**config.mk**
```make
export PLATFORM = sky130hd
export DESIGN_NAME = mem_cmd_sched
export DESIGN_NICKNAME = d
export VERILOG_FILES = /design/src/rtl/sched_pkg.sv /design/src/rtl/sched_queue.sv /design/src/rtl/mem_cmd_sched.sv
export SDC_FILE = /design/constraint.sdc
export NUM_CORES = 1
export LEC_CHECK = 0
export BUFFER_PORTS_ARGS = -buffer_cell sky130_fd_sc_hd__buf_2
export CORE_ASPECT_RATIO = 0.9
export CORE_MARGIN = 2
export CORE_UTILIZATION = 30
export DETAILED_ROUTE_END_ITERATION = 8
export HOLD_SLACK_MARGIN = 0.06
export PLACE_DENSITY = 0.51
export SYNTH_ARGS = -nofsm -noshare
export SYNTH_HDL_FRONTEND = slang
export SYNTH_SLANG_ARGS = --single-unit
```
**constraint.sdc**
```tcl
create_clock -name clk -period 19.6 [get_ports clk]
set_input_delay 1.96 -clock clk [delete_from_list [all_inputs] [get_ports clk]]
set_output_delay 1.96 -clock clk [all_outputs]
set_load 0.05 [all_outputs]
```
**src/rtl/sched_pkg.sv**
```systemverilog
package sched_pkg;

  // 1 when a younger command must stay behind an older one of the same port
  function automatic logic must_wait(input logic ordered, input logic yng_wr,
                                     input logic old_wr, input logic same_id,
                                     input logic ovl);
    if (ordered)              return !(!yng_wr && old_wr);
    if (yng_wr && old_wr)     return 1'b1;
    if (!yng_wr && !old_wr)   return same_id;
    return same_id || ovl;
  endfunction

  // inclusive word spans [a0, a0+al] and [b0, b0+bl] share a word
  function automatic logic spans_meet(input logic [31:0] a0, input logic [31:0] al,
                                      input logic [31:0] b0, input logic [31:0] bl);
    logic [32:0] ae, be;
    ae = {1'b0, a0} + {1'b0, al};
    be = {1'b0, b0} + {1'b0, bl};
    return ({1'b0, a0} <= be) && ({1'b0, b0} <= ae);
  endfunction

endpackage

```
**src/rtl/sched_queue.sv**
```systemverilog
module sched_queue
  import sched_pkg::*;
#(
  parameter int DEPTH   = 4,
  parameter int AW      = 16,
  parameter int LW      = 4,
  parameter int IW      = 2,
  parameter int WW      = 6,
  parameter bit ORDERED = 1'b1
) (
  input  logic                       clk,
  input  logic                       rst,
  input  logic                       in_valid,
  output logic                       in_ready,
  input  logic                       in_wr,
  input  logic [AW-1:0]              in_addr,
  input  logic [LW-1:0]              in_len,
  input  logic [IW-1:0]              in_id,
  input  logic                       deq_en,
  input  logic [$clog2(DEPTH)-1:0]   deq_idx,
  output logic [DEPTH-1:0]           ent_ok,
  output logic [DEPTH-1:0]           ent_wr,
  output logic [DEPTH*AW-1:0]        ent_addr,
  output logic [DEPTH*LW-1:0]        ent_len,
  output logic [DEPTH*IW-1:0]        ent_id,
  output logic [DEPTH*WW-1:0]        ent_wait
);
  localparam int QW = $clog2(DEPTH);

  logic [DEPTH-1:0] vld, wr_q, blk;
  logic [AW-1:0]    addr_q [DEPTH];
  logic [LW-1:0]    len_q  [DEPTH];
  logic [IW-1:0]    id_q   [DEPTH];
  logic [WW-1:0]    wait_q [DEPTH];
  logic [DEPTH-1:0] older  [DEPTH];   // older[i][j]: slot j arrived before slot i
  logic [QW-1:0]    free_idx;
  logic [DEPTH-1:0] deq_mask;
  logic             acc;

  always_comb begin
    free_idx = '0;
    in_ready = 1'b0;
    for (int k = DEPTH - 1; k >= 0; k--) begin
      if (!vld[k]) begin
        free_idx = QW'(k);
        in_ready = 1'b1;
      end
    end
  end

  assign acc      = in_valid && in_ready;
  assign deq_mask = deq_en ? (DEPTH'(1) << deq_idx) : '0;

  always_ff @(posedge clk) begin
    if (rst) begin
      vld <= '0;
      for (int i = 0; i < DEPTH; i++) older[i] <= '0;
    end else begin
      for (int i = 0; i < DEPTH; i++)
        if (vld[i] && (wait_q[i] != {WW{1'b1}})) wait_q[i] <= wait_q[i] + 1'b1;
      if (deq_en) begin
        vld[deq_idx] <= 1'b0;
        for (int i = 0; i < DEPTH; i++) older[i][deq_idx] <= 1'b0;
      end
      if (acc) begin
        vld[free_idx]    <= 1'b1;
        wr_q[free_idx]   <= in_wr;
        addr_q[free_idx] <= in_addr;
        len_q[free_idx]  <= in_len;
        id_q[free_idx]   <= in_id;
        wait_q[free_idx] <= '0;
        older[free_idx]  <= vld & ~deq_mask;
      end
    end
  end

  // ordering legality against every older pending entry
  always_comb begin
    for (int i = 0; i < DEPTH; i++) begin
      blk[i] = 1'b0;
      for (int j = 0; j < DEPTH; j++) begin
        if (vld[j] && older[i][j])
          blk[i] = blk[i] | must_wait(ORDERED, wr_q[i], wr_q[j], id_q[i] == id_q[j],
                     spans_meet(32'(addr_q[i]), 32'(len_q[i]), 32'(addr_q[j]), 32'(len_q[j])));
      end
      ent_ok[i] = vld[i] && !blk[i];
      ent_wr[i] = wr_q[i];
      ent_addr[i*AW +: AW] = addr_q[i];
      ent_len[i*LW +: LW]  = len_q[i];
      ent_id[i*IW +: IW]   = id_q[i];
      ent_wait[i*WW +: WW] = wait_q[i];
    end
  end

  AST_DEQ_LEGAL: assert property (@(posedge clk) disable iff (rst)
    deq_en |-> (vld[deq_idx] && ent_ok[deq_idx]));
  AST_FILL_COUNT: assert property (@(posedge clk) disable iff (rst)
    (acc && !deq_en) |=> ($countones(vld) == $past($countones(vld)) + 1));

endmodule

```
**src/rtl/mem_cmd_sched.sv**
```systemverilog
module mem_cmd_sched #(
  parameter int          NP           = 2,
  parameter int          DEPTH        = 4,
  parameter int          AW           = 16,
  parameter int          LW           = 4,
  parameter int          IW           = 2,
  parameter int          DW           = 16,
  parameter int          WW           = 6,
  parameter int          ROW_LSB      = 8,
  parameter int          BOOST        = 4,
  parameter logic [NP-1:0] ORDERED_MASK = 2'b01
) (
  input  logic                                 clk,
  input  logic                                 rst,
  input  logic [NP-1:0]                        cmd_valid,
  output logic [NP-1:0]                        cmd_ready,
  input  logic [NP-1:0]                        cmd_wr,
  input  logic [NP*AW-1:0]                     cmd_addr,
  input  logic [NP*LW-1:0]                     cmd_len,
  input  logic [NP*IW-1:0]                     cmd_id,
  output logic                                 iss_valid,
  input  logic                                 iss_ready,
  output logic                                 iss_wr,
  output logic [AW-1:0]                        iss_addr,
  output logic [LW-1:0]                        iss_len,
  output logic [IW-1:0]                        iss_id,
  output logic [((NP > 1) ? $clog2(NP) : 1)-1:0] iss_port,
  input  logic                                 rsp_valid,
  input  logic [((NP > 1) ? $clog2(NP) : 1)-1:0] rsp_port,
  input  logic [IW-1:0]                        rsp_id,
  input  logic [DW-1:0]                        rsp_data,
  input  logic                                 rsp_last,
  output logic [NP-1:0]                        rd_valid,
  output logic [IW-1:0]                        rd_id,
  output logic [DW-1:0]                        rd_data,
  output logic                                 rd_last
);
  localparam int PW = (NP > 1) ? $clog2(NP) : 1;
  localparam int QW = $clog2(DEPTH);
  localparam int RW = AW - ROW_LSB;
  localparam int SW = WW + $clog2(BOOST + 1) + 1;

  logic [DEPTH-1:0]       q_ok   [NP];
  logic [DEPTH-1:0]       q_wr   [NP];
  logic [DEPTH*AW-1:0]    q_addr [NP];
  logic [DEPTH*LW-1:0]    q_len  [NP];
  logic [DEPTH*IW-1:0]    q_id   [NP];
  logic [DEPTH*WW-1:0]    q_wait [NP];
  logic [NP-1:0]          q_deq;

  logic                   best_any, load;
  logic [PW-1:0]          best_p;
  logic [QW-1:0]          best_e;
  logic [SW-1:0]          best_s, cand_s;
  logic [RW-1:0]          last_row;
  logic                   sel_wr;
  logic [AW-1:0]          sel_addr;
  logic [LW-1:0]          sel_len;
  logic [IW-1:0]          sel_id;

  for (genvar p = 0; p < NP; p++) begin : g_port
    assign q_deq[p] = load && (best_p == PW'(p));
    sched_queue #(
      .DEPTH(DEPTH), .AW(AW), .LW(LW), .IW(IW), .WW(WW), .ORDERED(ORDERED_MASK[p])
    ) u_queue (
      .clk(clk), .rst(rst),
      .in_valid(cmd_valid[p]), .in_ready(cmd_ready[p]), .in_wr(cmd_wr[p]),
      .in_addr(cmd_addr[p*AW +: AW]), .in_len(cmd_len[p*LW +: LW]), .in_id(cmd_id[p*IW +: IW]),
      .deq_en(q_deq[p]), .deq_idx(best_e),
      .ent_ok(q_ok[p]), .ent_wr(q_wr[p]), .ent_addr(q_addr[p]), .ent_len(q_len[p]),
      .ent_id(q_id[p]), .ent_wait(q_wait[p])
    );
  end

  // oldest legal command wins, row hits get a bonus
  always_comb begin
    best_any = 1'b0;
    best_p   = '0;
    best_e   = '0;
    best_s   = '0;
    for (int p = 0; p < NP; p++) begin
      for (int e = 0; e < DEPTH; e++) begin
        cand_s = SW'(q_wait[p][e*WW +: WW]);
        if (q_addr[p][e*AW + ROW_LSB +: RW] == last_row) cand_s = cand_s + SW'(BOOST);
        if (q_ok[p][e] && (!best_any || cand_s > best_s)) begin
          best_any = 1'b1;
          best_p   = PW'(p);
          best_e   = QW'(e);
          best_s   = cand_s;
        end
      end
    end
    sel_wr   = q_wr[best_p][best_e];
    sel_addr = q_addr[best_p][best_e*AW +: AW];
    sel_len  = q_len[best_p][best_e*LW +: LW];
    sel_id   = q_id[best_p][best_e*IW +: IW];
  end

  assign load = best_any && (!iss_valid || iss_ready);

  always_ff @(posedge clk) begin
    if (rst) begin
      iss_valid <= 1'b0;
      last_row  <= '0;
    end else if (load) begin
      iss_valid <= 1'b1;
      iss_wr    <= sel_wr;
      iss_addr  <= sel_addr;
      iss_len   <= sel_len;
      iss_id    <= sel_id;
      iss_port  <= best_p;
      last_row  <= sel_addr[AW-1:ROW_LSB];
    end else if (iss_ready) begin
      iss_valid <= 1'b0;
    end
  end

  // read data steering
  always_ff @(posedge clk) begin
    if (rst) begin
      rd_valid <= '0;
    end else begin
      for (int p = 0; p < NP; p++) rd_valid[p] <= rsp_valid && (rsp_port == PW'(p));
    end
    rd_id   <= rsp_id;
    rd_data <= rsp_data;
    rd_last <= rsp_last;
  end

  AST_HOLD_STALL: assert property (@(posedge clk) disable iff (rst)
    (iss_valid && !iss_ready) |=> (iss_valid && $stable(iss_addr) && $stable(iss_port)
                                   && $stable(iss_wr) && $stable(iss_id) && $stable(iss_len)));
  AST_RD_ONEHOT: assert property (@(posedge clk) disable iff (rst) $onehot0(rd_valid));
  AST_RD_ROUTE: assert property (@(posedge clk) disable iff (rst)
    rsp_valid |=> (rd_valid[$past(rsp_port)] && rd_data == $past(rsp_data)));

endmodule

```
==> results by stage, run 1 <==
Logic synthesis:
- After synthesis, flip-flops and latches occupy 40.9% of the total area.
- The dominant combinational cell family by area after synthesis is adder cells.
- Summing the areas of all and, or, nand and nor instances in the mapped netlist gives 15.3% of the synthesized area.
- The number of different library cells used by synthesis comes to 82.
- The mux share of post-synthesis cell area is 5.90%.
- After synthesis, the mean cell area works out to 10.6 um^2.
- The synthesized netlist devotes 16.0% of its cell area to adder and majority cells.
- The post-synthesis register bit count is 326.
- After technology mapping, the gate count stands at 2,062.
- After Yosys synthesis, XOR and XNOR cells account for 7.79% of the synthesized area.
- After synthesis, the share of flip-flops with an asynchronous set or reset is 0%.
- The prevailing post-synth register cell is edfxtp_1.
- The number of flops mapped to enable cells by yosys is 240.
- In this run the cell area of the synthesized design comes to 21,800 um^2.
- The number of warnings issued by yosys is 0.
- The synthesized netlist devotes 11.5% of its cell area to compound gates.

Clock tree:
- The clock tree from TritonCTS is done.
- The post-CTS setup-driven buffer insertion count is 0.
- The clock net in this run drives a total of 326 sinks.
- For this design, the CTS-stage hold fixing added 0 buffers.
- The later pin in the worst-skew pair is clocked with a latency of 0.58 ns.
- The H-tree generated during clock tree synthesis spans 2 levels.
- The number of gates given a new drive strength after cts is 0.
- The clock passes through at most 3 buffers.
- Clock-pin slew was measured on the worst setup and hold paths at 0.06 ns.
- The TritonCTS buffer count is 39.
- The tree is rooted in a clkbuf_16.

Worst setup path:
- The startpoint identified for the worst register-to-register timing path is g_port[0].u_queue.vld[0]$_SDFF_PP0_.
- The worst setup path is captured at a register.
- The largest single stage delay on the critical path is 0.76 ns.
- For this design, the slowest cell found on the critical path is buf_4.
- STA puts the critical path data required time at 19.91 ns.
- The minimum setup slack among reg-to-reg paths is 3.15 ns.
- Measured in cells, the most critical reg-to-reg path has a length of 71.
- The cell seen most often among critical-path stages is o21a_1.
- Along the worst path, the maximum fanout reaches 61.
- The class of the most critical setup path is reg -> reg.
- Data on the critical path arrives at its endpoint at 16.76 ns.
- The worst setup path is launched from a register.
- The end of the worst register-to-register path is iss_addr[2]$_DFFE_PP_.

Floorplan:
- The core box area is 71,800 um^2.
- During I/O placement, the number of pins put on the boundary was 120.
- From left edge to right edge, the die measures 288 um.
- For this configuration, the core starts out at a cell density of 30.4%.
- From bottom edge to top edge, the die measures 260 um.
- The die outline area is 74,900 um^2.
- The cell row count is 93.

Pwr:
- The overall power is 1.86 mW.
- The worst IR drop on VDD is 55.6 uV.
- The internal power of the cells is 1.32 mW.
- The switching component of the power is 0.546 mW.
- The net switching fraction of the power is 29.3%.
- The leakage dissipation is 9.79 nW.
- The clock network is responsible for 37.6% of the overall power.
- Combinational logic burns 17.8% of the power.
- Registers are responsible for 44.7% of the overall power.
- In this run the power density over the cells is 75.4 nW/um^2.

STA:
- The highest attainable clock frequency is 60.8 MHz.
- Setup violations remaining at the end of the flow were counted as 0.
- The number of failing hold endpoints at the final stage is 0.
- Setup repair after global routing left no endpoint under its margin.
- The worst slew margin relative to its limit is 20.7%.
- The slew at the pin with the worst max-slew slack is 1.19 ns.
- In the final timing run, aggregate negative setup slack is 0 ns.
- The worst path uses 83.9% of the clock period.
- The maximum clock skew at final layout is 0.0372 ns.
- The worst path in the final design needs a cycle of 16.45 ns, including I/O delays and setup.
- The tightest hold margin is 0.539 ns.
- The total count of max-transition violations in the final report is 0.

Layout:
- For this run, the post-layout net count is 2,528.
- The most common library cell in the layout ignoring fill and taps is ha_1.
- The footprint of the flip-flops and latches is 8930 um^2.
- 0 antenna diodes ended up in the layout.
- The final cell utilization of the core is 34.4%.
- Relative to the synthesized area, the layout overhead comes to 13.2%.
- The library cells used most frequently in the layout, excluding fill and tap cells, are 273 x ha_1, 240 x edfxtp_1, 165 x nor2_1.
- In the final layout, the multi-input gates occupy 12,400 um^2.
- Cells with a size suffix above 1 make up 12.9% of the layout.
- After routing the design area is 24,700 um^2.
- The count of fill cells added during filler insertion is 7,152.

Flow run:
- The total of max-cap violations is 0.

Place:
- Routability-driven placement finished with a final weighted congestion of 0.955.
- After legalization and detailed placement, the total HPWL measured 56.5 mm.
- The count of buffers added on input and output ports is 119.
- Once placement finished, the instance area stood at 23,500 um^2.

Outcome:
- The run finished with clean final reports.

Hold path:
- The start point of the worst min-delay path is g_port[1].u_queue.wait_q[1][5]$_SDFFE_PP0P_.
- The class of the most critical hold timing path is reg -> reg.
- The path with the worst hold slack has its endpoint at g_port[1].u_queue.wait_q[1][5]$_SDFFE_PP0P_.
- Along the worst hold path, the cell count comes to 2.

Drt:
- For this run, design rule violations remaining after detail routing come to 0.
- Using the TritonRoute via totals, the vias-per-cell ratio works out to 5.43.
- The post-route antenna net violation count is 0.
- The routed layout has 17,100 vias.
- Wires add up to 75.7 mm.
- In the final routed layout, each cell accounts on average for 24.0 um.
- The detailed router finished its first iteration with 1,541 violations.
- For this run, the detailed router's first-pass iteration total came to 5.

GRT:
- The via count of the first global-routing pass is 16,900.
- The pin count of the biggest net entering global routing is 62.
- The number of antenna violations at the first check in global routing is 6.
- Global routing used 20.0% of the available tracks across all layers.
- The first global-routing pass estimated 110 mm of wire.
- The global-route congestion overflow total is 0.
==> state kept, by name, indices dropped and copies added, names as in the netlist, 2 cells and up <==
name	cells
g_port.u_queue.addr_q	128
g_port.u_queue.ent_wr	8
g_port.u_queue.id_q	16
g_port.u_queue.len_q	32
g_port.u_queue.older	32
g_port.u_queue.vld	8
g_port.u_queue.wait_q	48
iss_addr	16
iss_id	2
iss_len	4
last_row	8
rd_data	16
rd_id	2
rd_valid	2
==> Yosys cell counts (10+ instances only) <==
| master | count | area, um^2 |
|---|---|---|
| xnor2_1 | 110 | 963 |
| nor3_1 | 31 | 155 |
| mux2i_1 | 43 | 430 |
| and2_1 | 11 | 68.8 |
| a21o_1 | 48 | 360 |
| o21a_1 | 24 | 180 |
| o211ai_1 | 23 | 173 |
| ha_1 | 273 | 3420 |
| nand2_1 | 161 | 604 |
| and4_1 | 14 | 123 |
| xor2_1 | 84 | 736 |
| mux4_2 | 15 | 338 |
| clkbuf_1 | 47 | 176 |
| a21oi_1 | 84 | 420 |
| or3_1 | 10 | 62.6 |
| nor2b_1 | 26 | 163 |
| dfxtp_1 | 86 | 1720 |
| o21ai_0 | 48 | 240 |
| and3_1 | 35 | 219 |
| nor2_1 | 166 | 623 |
| mux2_2 | 46 | 518 |
| nor3b_1 | 11 | 82.6 |
| buf_2 | 14 | 70.1 |
| a211oi_1 | 16 | 120 |
| edfxtp_1 | 240 | 7210 |
| nand4_1 | 96 | 601 |
| nand2b_1 | 16 | 100 |
| nand3_1 | 60 | 300 |
| a221o_1 | 16 | 160 |
| inv_1 | 65 | 244 |
==> how the worst max path moves through the flow <==
stage / slack, ns / endpoint / start
6_report: 3.15 / iss_addr[2]$_DFFE_PP_ / g_port[0].u_queue.vld[0]$_SDFF_PP0_
5_1_grt: 1.71 / iss_addr[2]$_DFFE_PP_ / g_port[0].u_queue.vld[0]$_SDFF_PP0_
4_1_cts: 3.17 / iss_len[1]$_DFFE_PP_ / g_port[0].u_queue.vld[0]$_SDFF_PP0_
3_5_place_dp: 3.26 / iss_addr[2]$_DFFE_PP_ / g_port[0].u_queue.vld[0]$_SDFF_PP0_
3_3_place_gp: 3.60 / iss_len[3]$_DFFE_PP_ / g_port[0].u_queue.vld[0]$_SDFF_PP0_
2_1_floorplan: 4.60 / iss_len[0]$_DFFE_PP_ / last_row[4]$_SDFFE_PP0P_
==> cell families (layout without fill, tap and decap cells) <==
logic type | count (synthesis) | count (layout)
adders and majority gates | 277 | 277
and+or+nand+nor | 667 | 667
DFF | 326 | 326
AOI/OAI and AO/OA | 354 | 354
muxes | 104 | 104
buffers and inverters | 139 | 279
xor gates and xnor gates | 194 | 194
other | 1 | 8
==> cell type report <==
class | count | area share [%]
clock buffers | 56 | 4.34
clock inverters | 15 | 0.557
inverters | 70 | 1.06
multi-input cells | 1604 | 50.1
flip-flops and latches | 326 | 36.1
well taps | 950 | 4.81
repair buffers | 138 | 2.99
==> routing by layer <==
metal	part of all wire, %	global-route usage [%]	vias to the layer above	wire, um
li1	-	-	7954	-
met1	45	28.1	8452	33900
met2	45	31.3	613	33800
met3	7.8	3.48	121	5920
met4	2.7	5.73	2	2070
met5	0.012	0	-	9
==> per-stage QoR <==
stage | worst slack, ns | std cells
after floorplan | 4.60 | 2069
after global placement | 3.60 | 3088
after detailed placement | 3.26 | 3088
after CTS | 3.17 | 3159
after global routing | 1.71 | 3159
final | 3.15 | 3159
==> critical path, delay by kind of cell, from the launching register on <==
kind	cells	cell delay, ns
buffers and inverters	6	1.91
and+or+nand+nor	18	3.32
DFF	1	0.54
AOI/OAI and AO/OA	34	5.75
adders and majority gates	7	1.96
muxes	6	2.59
==> power by group through the flow <==
stage | combinational (mW) | clock, mW | sequential (mW)
after detailed placement | 0.327 | 0 | 0.846
after floorplan | 0.230 | 0 | 0.843
after global routing | 0.366 | 0.741 | 0.836
final | 0.331 | 0.700 | 0.832
after global placement | 0.322 | 0 | 0.846
after CTS | 0.329 | 0.718 | 0.832
Power figures use the tool's default switching activity.
==> inputs of run 2 (changes only) <==
- ABC_AREA: not set -> 1
- clock period: 19.6 -> 16.15 ns (I/O delays scaled with it)
==> results by stage, run 2 <==
Clock tree:
- The TritonCTS buffer count is 40 (was 39).
- The number of H-tree branching levels is 2 (unchanged).
- The clock tree from TritonCTS is done (unchanged).
- The count of hold buffers inserted by post-cts repair is 0 (unchanged).
- The clock-pin slew reported for the worst setup and hold paths after clock tree synthesis is 0.06 ns (about the same).
- The clock tree root buffer cell is clkbuf_16 (unchanged).
- The number of gates given a new drive strength after cts is 0 (unchanged).
- The clock latency at the later pin of the worst-skew pair came to 0.59 ns (was 0.58 ns).
- The post-CTS setup-driven buffer insertion count is 0 (unchanged).
- The count of clock tree sinks is 326 (unchanged).
- The number of buffers between clock root and the deepest sink was 3 (unchanged).

Worst setup path:
- The cell seen most often among critical-path stages was nand2_1 (was o21a_1).
- The minimum setup slack among reg-to-reg paths was 2.35 ns (was 3.15 ns).
- The startpoint type of the worst setup path is a register (unchanged).
- The combined buffer and inverter count along the critical path is 12 (was 6).
- The class of the most critical setup path is reg -> reg (unchanged).
- The critical path endpoint category is a register (unchanged).
- The depth of the worst register-to-register path was 87 (was 71).
- The worst reg2reg path startpoint is last_row[1]$_SDFFE_PP0P_ (was g_port[0].u_queue.vld[0]$_SDFF_PP0_).
- The required time at the worst-slack endpoint is 16.46 ns (was 19.91 ns).
- The largest incremental delay on the critical path came to 0.67 ns (was 0.76 ns).
- The data arrival time of the worst path is 14.11 ns (was 16.76 ns).
- The maximum fanout encountered on the critical timing path was 36 (was 61).
- The family with the most delay on the worst path is simple AND/OR/NAND/NOR gates (was compound AO/OA/AOI/OAI gates).
- The end of the worst register-to-register path is g_port[1].u_queue.older[3][0]$_SDFFCE_PN0P_ (was iss_addr[2]$_DFFE_PP_).
- The cell with the largest stage delay on the worst path was nor2_4 (was buf_4).

Floorplan:
- The vertical die dimension came to 265 um (was 260 um).
- The effective utilization at floorplan is 30.3% (was 30.4%).
- The boundary pin count is 120 (unchanged).
- The core box area is 74,800 um^2 (was 71,800 um^2).
- The cell row count is 95 (was 93).
- The overall die width is 294 um (was 288 um).
- The die outline area is 77,700 um^2 (was 74,900 um^2).

Logic synthesis:
- The post-synthesis async set-or-reset flop share was 0% (unchanged).
- The library cell with the largest summed area after synthesis is edfxtp_1 (unchanged).
- The sequential area share after synthesis is 39.4% (was 40.9%).
- The number of warnings issued by yosys is 0 (unchanged).
- The most numerous cell in the Yosys netlist was nand2_1 (was ha_1).
- The prevailing post-synth register cell is edfxtp_1 (unchanged).
- The number of distinct library cell variants in the gate-level netlist after synthesis is 53 (was 82).
- The post-synthesis register bit count was 326 (unchanged).
- Most instantiated cells after synthesis: 717 x nand2_1, 287 x inv_1, 273 x ha_1, 240 x edfxtp_1, 219 x nor2_1 (was 273 x ha_1, 240 x edfxtp_1, 166 x nor2_1, 161 x nand2_1, 110 x xnor2_1).
- The synthesized area came to 22,700 um^2 (was 21,800 um^2).
- Area contributors post-synth: edfxtp_1 32%, ha_1 15%, nand2_1 12% (was edfxtp_1 33%, ha_1 16%, dfxtp_1 7.9%).
- The mean instance size in the synthesized netlist came to 8.19 um^2 (was 10.6 um^2).
- The number of flops mapped to enable cells by yosys is 240 (unchanged).
- The fraction of synthesized cell area taken by the top area cell type was 31.8% (was 33.0%).
- The synthesized instance count is 2,767 (was 2,062).

Layout:
- Top flop regs: g_port.u_queue.addr_q x128, g_port.u_queue.wait_q x48 (unchanged).
- The area overhead of the layout relative to synthesis is 13.2% (about the same).
- The largest register by flop count is g_port.u_queue.addr_q (unchanged).
- The number of standard cells in the final layout excluding fillers is 3,892 (was 3,159).
- The number of flip-flops under the largest register name is 128 (unchanged).
- The post-layout net count came to 3,239 (was 2,528).
- The post-layout instance area is 25,600 um^2 (was 24,700 um^2).
- The ratio of cells with drive above 1 in the final layout is 9.21% (was 12.9%).
- The final cell utilization of the core is 34.3% (was 34.4%).
- The most common library cell in the layout ignoring fill and taps was nand2_1 (was ha_1).
- Commonest non-fill, non-tap cells in the layout: 717 x nand2_1, 287 x inv_1, 273 x ha_1 (was 273 x ha_1, 240 x edfxtp_1, 165 x nor2_1).

Drt:
- The total wire length is 75.9 mm (was 75.7 mm).
- The number of remaining DRC errors is 0 (unchanged).
- The routed length per placed instance is 19.5 um (was 24.0 um).
- The post-route antenna net violation count is 0 (unchanged).
- The first-iteration detailed-routing DRC count is 1,583 (was 1,541).
- The detailed-route via count was 19,400 (was 17,100).
- The detailed-router iteration count before antenna repair came to 6 (was 5).
- The via density per instance is 4.99 (was 5.43).

STA:
- The final number of setup-violating endpoints is 0 (unchanged).
- The tightest hold margin is 0.499 ns (was 0.539 ns).
- The total count of max-transition violations in the final report was 0 (unchanged).
- The highest attainable clock frequency is 72.5 MHz (was 60.8 MHz).
- The total negative setup slack came to 0 ns (unchanged).
- The number of failing hold endpoints at the final stage came to 0 (unchanged).
- The maximum clock skew at final layout is 0.0254 ns (was 0.0372 ns).
- The minimum period implied by the final worst setup slack is 13.80 ns (was 16.45 ns).
- The slew at the pin with the worst max-slew slack is 1.07 ns (was 1.19 ns).
- The worst slew margin relative to its limit is 26.5% (was 20.7%).
- Setup repair after global routing missed its margin: false (unchanged).
- The post-layout worst setup margin is 2.35 ns (was 3.15 ns).
- The final period utilization is 85.5% (was 83.9%).

Pwr:
- The total power per unit cell area was 97.4 nW/um^2 (was 75.4 nW/um^2).
- The overall power is 2.50 mW (was 1.86 mW).
- The leakage dissipation is 11.5 nW (was 9.79 nW).
- The worst IR drop on VDD is 68.3 uV (was 55.6 uV).

GRT:
- The pin count of the biggest net entering global routing is 63 (was 62).
- The global-route met2 utilization is 29.8% (was 31.3%).
- The number of antenna violations at the first check in global routing is 5 (was 6).
- The busiest layer in global routing is met2 (unchanged).
- The via count of the first global-routing pass is 18,300 (was 16,900).
- The global routing usage on met3 is 2.50% (was 3.48%).
- The global-route congestion overflow total is 0 (unchanged).
- The first-pass GRT wire length is 113 mm (was 110 mm).
- The met1 usage in global routing was 28.5% (was 28.1%).
- The global routing usage summed across all routing layers is 19.3% (was 20.0%).

Place:
- The HPWL reported at the end of detailed placement is 57.4 mm (was 56.5 mm).
- The routability-driven placement congestion ratio is 0.916 (was 0.955).
- The number of port buffers is 119 (unchanged).
- The post-place instance area is 24,300 um^2 (was 23,500 um^2).
- The pre-CTS worst setup slack is 2.41 ns (was 3.26 ns).
- The number of placed instances with taps included was 3,818 (was 3,088).

Hold path:
- The worst hold endpoint is g_port[1].u_queue.wait_q[2][0]$_SDFFE_PP0P_ (was g_port[1].u_queue.wait_q[1][5]$_SDFFE_PP0P_).
- The start point of the worst min-delay path is g_port[1].u_queue.wait_q[2][0]$_SDFFE_PP0P_ (was g_port[1].u_queue.wait_q[1][5]$_SDFFE_PP0P_).
- The worst hold path stage count is 2 (unchanged).
- The class of the most critical hold timing path is reg -> reg (unchanged).

Flow run:
- The total of max-cap violations was 0 (unchanged).

Outcome:
- Outcome: finished, final reports clean (unchanged).
-- run 2: cell count changes after synthesis, moves of 26 or more --
| cell | change |
|---|---|
| nor2b_1 | -26 |
| mux2_2 | -45 |
| o21ai_1 | +28 |
| inv_1 | +222 |
| nor2_1 | +53 |
| a21oi_1 | +70 |
| o21ai_0 | +74 |
| nand2_1 | +556 |
| mux2i_1 | -43 |
| clkbuf_1 | -31 |
| xnor2_1 | -92 |
| a21o_1 | -38 |
| nand3_1 | +61 |
| and3_1 | -31 |
-- run 2: tightest hold or removal path: stages, from the launching register on --
cell and delay [ns]:
dfxtp_1 0.33, nand2_1 0.07, a21oi_1 0.05
-- run 2: area by class of cell --
type	instances	area (um^2)
fill	7790	49100
inverter	302	1130
tap	970	1210
antenna	1	2.50
sequential	326	8930
clock buffer	53	1100
multi-input combinational	2085	12300
timing repair buffer	135	716
clock inverter	20	220
-- run 2: metal layers --
layer	up-vias	part of all wire, %
met1	9045	48
li1	9688	-
met5	-	0.028
met3	85	7.0
met2	588	43
met4	4	1.9
-- run 2: cells by family (layout without fill, tap and decap cells) --
kind of cell / Yosys count / in the layout / share of synthesized area [%]
XOR/XNOR: 103 / 103 / 3.98
AND/OR/NAND/NOR: 1306 / 1306 / 25.1
multiplexers: 1 / 1 / 0.0497
buffers and inverters: 363 / 510 / 6.40
adder cells (fa/ha/maj): 277 / 277 / 15.4
flip-flops: 326 / 326 / 39.4
AO/OA/AOI/OAI: 390 / 390 / 9.58
other: 1 / 9 / 0.0166
-- run 2: how the worst max path moves through the flow --
stage                                                        endpoint                      from  cells after the start
after detailed placement  g_port[1].u_queue.older[3][0]$_SDFFCE_PN0P_  last_row[1]$_SDFFE_PP0P_                     85
after CTS                 g_port[1].u_queue.older[3][0]$_SDFFCE_PN0P_  last_row[1]$_SDFFE_PP0P_                     85
after global placement    g_port[1].u_queue.older[3][0]$_SDFFCE_PN0P_  last_row[1]$_SDFFE_PP0P_                     85
final                     g_port[1].u_queue.older[3][0]$_SDFFCE_PN0P_  last_row[1]$_SDFFE_PP0P_                     87
after global routing      g_port[1].u_queue.older[3][0]$_SDFFCE_PN0P_  last_row[1]$_SDFFE_PP0P_                     85
after floorplan                                      iss_wr$_DFFE_PP_  last_row[2]$_SDFFE_PP0P_                     90
-- run 2: power breakdown --
part	total, mW	switching [mW]	internal (mW)
combinational	0.548	0.365	0.184
sequential	1.04	0.0714	0.968
clock	0.908	0.376	0.532
==> inputs of run 3 (changes only) <==
- PLACE_DENSITY: 0.51 -> 0.43
- RECOVER_POWER: not set -> 100
==> results by stage, run 3 (same netlist as run 2, synthesis figures left out) <==
STA:
- The number of failing hold endpoints at the final stage was 0 (unchanged).
- The tightest hold margin is 0.494 ns (was 0.499 ns).
- The highest attainable clock frequency is 70.5 MHz (was 72.5 MHz).
- The final period utilization is 87.8% (was 85.5%).
- The post-layout worst setup margin was 1.96 ns (was 2.35 ns).
- The total count of max-transition violations in the final report is 200 (was 0).
- The slew at the pin with the worst max-slew slack was 2.88 ns (was 1.07 ns).
- The maximum clock skew at final layout is 0.0564 ns (was 0.0254 ns).
- Setup repair after global routing missed its margin: false (unchanged).
- The total negative setup slack came to 0 ns (unchanged).
- The final number of setup-violating endpoints came to 0 (unchanged).
- The worst slew margin relative to its limit came to -93.0% (was 26.5%).
- The minimum period implied by the final worst setup slack is 14.19 ns (was 13.80 ns).

Layout:
- The footprint of the flip-flops and latches is 8930 um^2 (unchanged).
- The count of fill cells added during filler insertion is 7,799 (was 7,790).
- Commonest non-fill, non-tap cells in the layout: 721 x nand2_1, 287 x inv_1, 273 x ha_1 (was 717 x nand2_1, 287 x inv_1, 273 x ha_1).
- The post-layout instance area was 25,500 um^2 (was 25,600 um^2).
- The final cell utilization of the core came to 34.1% (was 34.3%).
- Top flop regs: g_port.u_queue.addr_q x128, g_port.u_queue.wait_q x48 (unchanged).
- The area occupied by multi-input gates came to 12,300 um^2 (about the same).
- The largest register by flop count is g_port.u_queue.addr_q (unchanged).
- The area overhead of the layout relative to synthesis is 12.6% (was 13.2%).
- The ratio of cells with drive above 1 in the final layout is 5.19% (was 9.21%).
- The post-layout net count is 3,244 (was 3,239).
- The most common library cell in the layout ignoring fill and taps is nand2_1 (unchanged).
- The number of flip-flops under the largest register name was 128 (unchanged).
- The number of standard cells in the final layout excluding fillers is 3,900 (was 3,892).

Clock tree:
- The TritonCTS buffer count is 40 (unchanged).
- The clock tree root buffer cell is clkbuf_16 (unchanged).
- The clock tree from TritonCTS is done (unchanged).
- The count of clock tree sinks is 326 (unchanged).
- The clock-pin slew reported for the worst setup and hold paths after clock tree synthesis is 0.06 ns (about the same).
- The count of hold buffers inserted by post-cts repair is 0 (unchanged).
- The post-CTS setup-driven buffer insertion count is 0 (unchanged).
- The number of buffers between clock root and the deepest sink is 3 (unchanged).
- The number of gates given a new drive strength after cts is 0 (unchanged).
- The number of H-tree branching levels is 2 (unchanged).
- The clock latency at the later pin of the worst-skew pair is 0.62 ns (was 0.59 ns).

Worst setup path:
- The class of the most critical setup path was reg -> reg (unchanged).
- The combined buffer and inverter count along the critical path is 13 (was 12).
- The worst reg2reg path startpoint is last_row[0]$_SDFFE_PP0P_ (was last_row[1]$_SDFFE_PP0P_).
- The cell seen most often among critical-path stages is nand2_1 (unchanged).
- The family with the most delay on the worst path was simple AND/OR/NAND/NOR gates (unchanged).
- The largest incremental delay on the critical path is 0.55 ns (was 0.67 ns).
- The count of cell instances traversed by the critical path was 85 (was 87).
- The cell with the largest stage delay on the worst path is dfxtp_1 (was nor2_4).
- The required time at the worst-slack endpoint is 16.45 ns (was 16.46 ns).
- The depth of the worst register-to-register path is 85 (was 87).
- The data arrival time of the worst path came to 14.49 ns (was 14.11 ns).
- The maximum fanout encountered on the critical timing path is 43 (was 36).
- The end of the worst register-to-register path was g_port[1].u_queue.older[0][2]$_SDFFCE_PN0P_ (was g_port[1].u_queue.older[3][0]$_SDFFCE_PN0P_).
- The startpoint type of the worst setup path is a register (unchanged).
- The minimum setup slack among reg-to-reg paths is 1.96 ns (was 2.35 ns).
- The critical path endpoint category is a register (unchanged).

Drt:
- The routed length per placed instance is 21.1 um (was 19.5 um).
- The via density per instance was 5.11 (was 4.99).
- The post-route antenna net violation count was 0 (unchanged).
- The total wire length was 82.4 mm (was 75.9 mm).
- The detailed-router iteration count before antenna repair is 6 (unchanged).
- The number of remaining DRC errors was 0 (unchanged).
- The detailed-route via count is 19,900 (was 19,400).
- The first-iteration detailed-routing DRC count is 1,642 (was 1,583).

Hold path:
- The start point of the worst min-delay path is g_port[1].u_queue.wait_q[2][0]$_SDFFE_PP0P_ (unchanged).
- The worst hold path stage count came to 2 (unchanged).
- The worst hold endpoint was g_port[1].u_queue.wait_q[2][0]$_SDFFE_PP0P_ (unchanged).
- The class of the most critical hold timing path is reg -> reg (unchanged).

GRT:
- The via count of the first global-routing pass is 19,600 (was 18,300).
- The pin count of the biggest net entering global routing is 86 (was 63).
- The global routing usage summed across all routing layers came to 21.0% (was 19.3%).
- The number of antenna violations at the first check in global routing was 6 (was 5).
- The first-pass GRT wire length was 122 mm (was 113 mm).
- The global-route congestion overflow total is 0 (unchanged).

Floorplan:
- The boundary pin count is 120 (unchanged).
- The core box area is 74,800 um^2 (unchanged).
- The cell row count came to 95 (unchanged).
- The die outline area was 77,700 um^2 (unchanged).
- The effective utilization at floorplan is 30.3% (unchanged).
- The vertical die dimension is 265 um (unchanged).
- The overall die width is 294 um (unchanged).

Flow run:
- The total of max-cap violations is 8 (was 0).

Pwr:
- The overall power came to 2.52 mW (was 2.50 mW).
- The worst IR drop on VDD is 65.0 uV (was 68.3 uV).
- The total power per unit cell area came to 99.0 nW/um^2 (was 97.4 nW/um^2).
- The leakage dissipation was 11.2 nW (was 11.5 nW).

Place:
- The number of port buffers was 119 (unchanged).
- The HPWL reported at the end of detailed placement is 63.6 mm (was 57.4 mm).
- The routability-driven placement congestion ratio came to 0.933 (was 0.916).
- The number of placed instances with taps included is 3,823 (was 3,818).
- The pre-CTS worst setup slack is 2.26 ns (was 2.41 ns).
- The post-place instance area is 24,400 um^2 (was 24,300 um^2).

Outcome:
- The final reports fail on max-capacitance violations, max-slew violations.
- Outcome: complete, but fails checks (was finished, final reports clean).
run 3: cell types whose count changed in the layout (fill, tap and decap cells not counted), moves of 4 or more:
cell,change
clkinv_1,+8
clkbuf_1,+106
buf_4,-6
nand2_2,-4
buf_2,-94
nand2_1,+4
clkinv_2,-4
run 3: metal layers:
metal / vias up / GRT usage, % / wire length, um
met5: - / 0 / 54
met4: 4 / 4.73 / 1490
met3: 90 / 3.81 / 5310
met2: 598 / 32.2 / 35400
met1: 9533 / 30.6 / 40100
li1: 9699 / - / -
run 3: power by group:
| group | leakage (nW) | switching [mW] | internal, mW |
|---|---|---|---|
| clock network | 0.638 | 0.384 | 0.543 |
| registers | 2.94 | 0.0780 | 0.970 |
| logic | 7.66 | 0.370 | 0.180 |
| total | 11.2 | 0.832 | 1.69 |
run 3: area by class of cell:
class | instances | share of cell area [%]
Clock buffer | 51 | 4.09
Timing Repair Buffer | 140 | 2.33
Antenna cell | 4 | 0.0392
Tap cell | 970 | 4.76
Clock inverter | 22 | 1.16
Sequential cell | 326 | 35.0
Multi-Input combinational cell | 2085 | 48.2
Inverter | 302 | 4.44
run 3: worst max-delay path by stage:
stage / start / end
3_5_place_dp: last_row[0]$_SDFFE_PP0P_ / g_port[0].u_queue.older[1][2]$_SDFFCE_PN0P_
4_1_cts: last_row[0]$_SDFFE_PP0P_ / g_port[0].u_queue.older[1][2]$_SDFFCE_PN0P_
5_1_grt: last_row[0]$_SDFFE_PP0P_ / iss_addr[0]$_DFFE_PP_
3_3_place_gp: last_row[0]$_SDFFE_PP0P_ / g_port[1].u_queue.older[0][2]$_SDFFCE_PN0P_
2_1_floorplan: last_row[2]$_SDFFE_PP0P_ / iss_wr$_DFFE_PP_
6_report: last_row[0]$_SDFFE_PP0P_ / g_port[1].u_queue.older[0][2]$_SDFFCE_PN0P_
run 3: worst min-delay path: cells and delay by family, from the launching register on:
family | cells | cell delay [ns]
AO/OA/AOI/OAI | 1 | 0.05
flip-flops | 1 | 0.32
AND/OR/NAND/NOR | 1 | 0.07
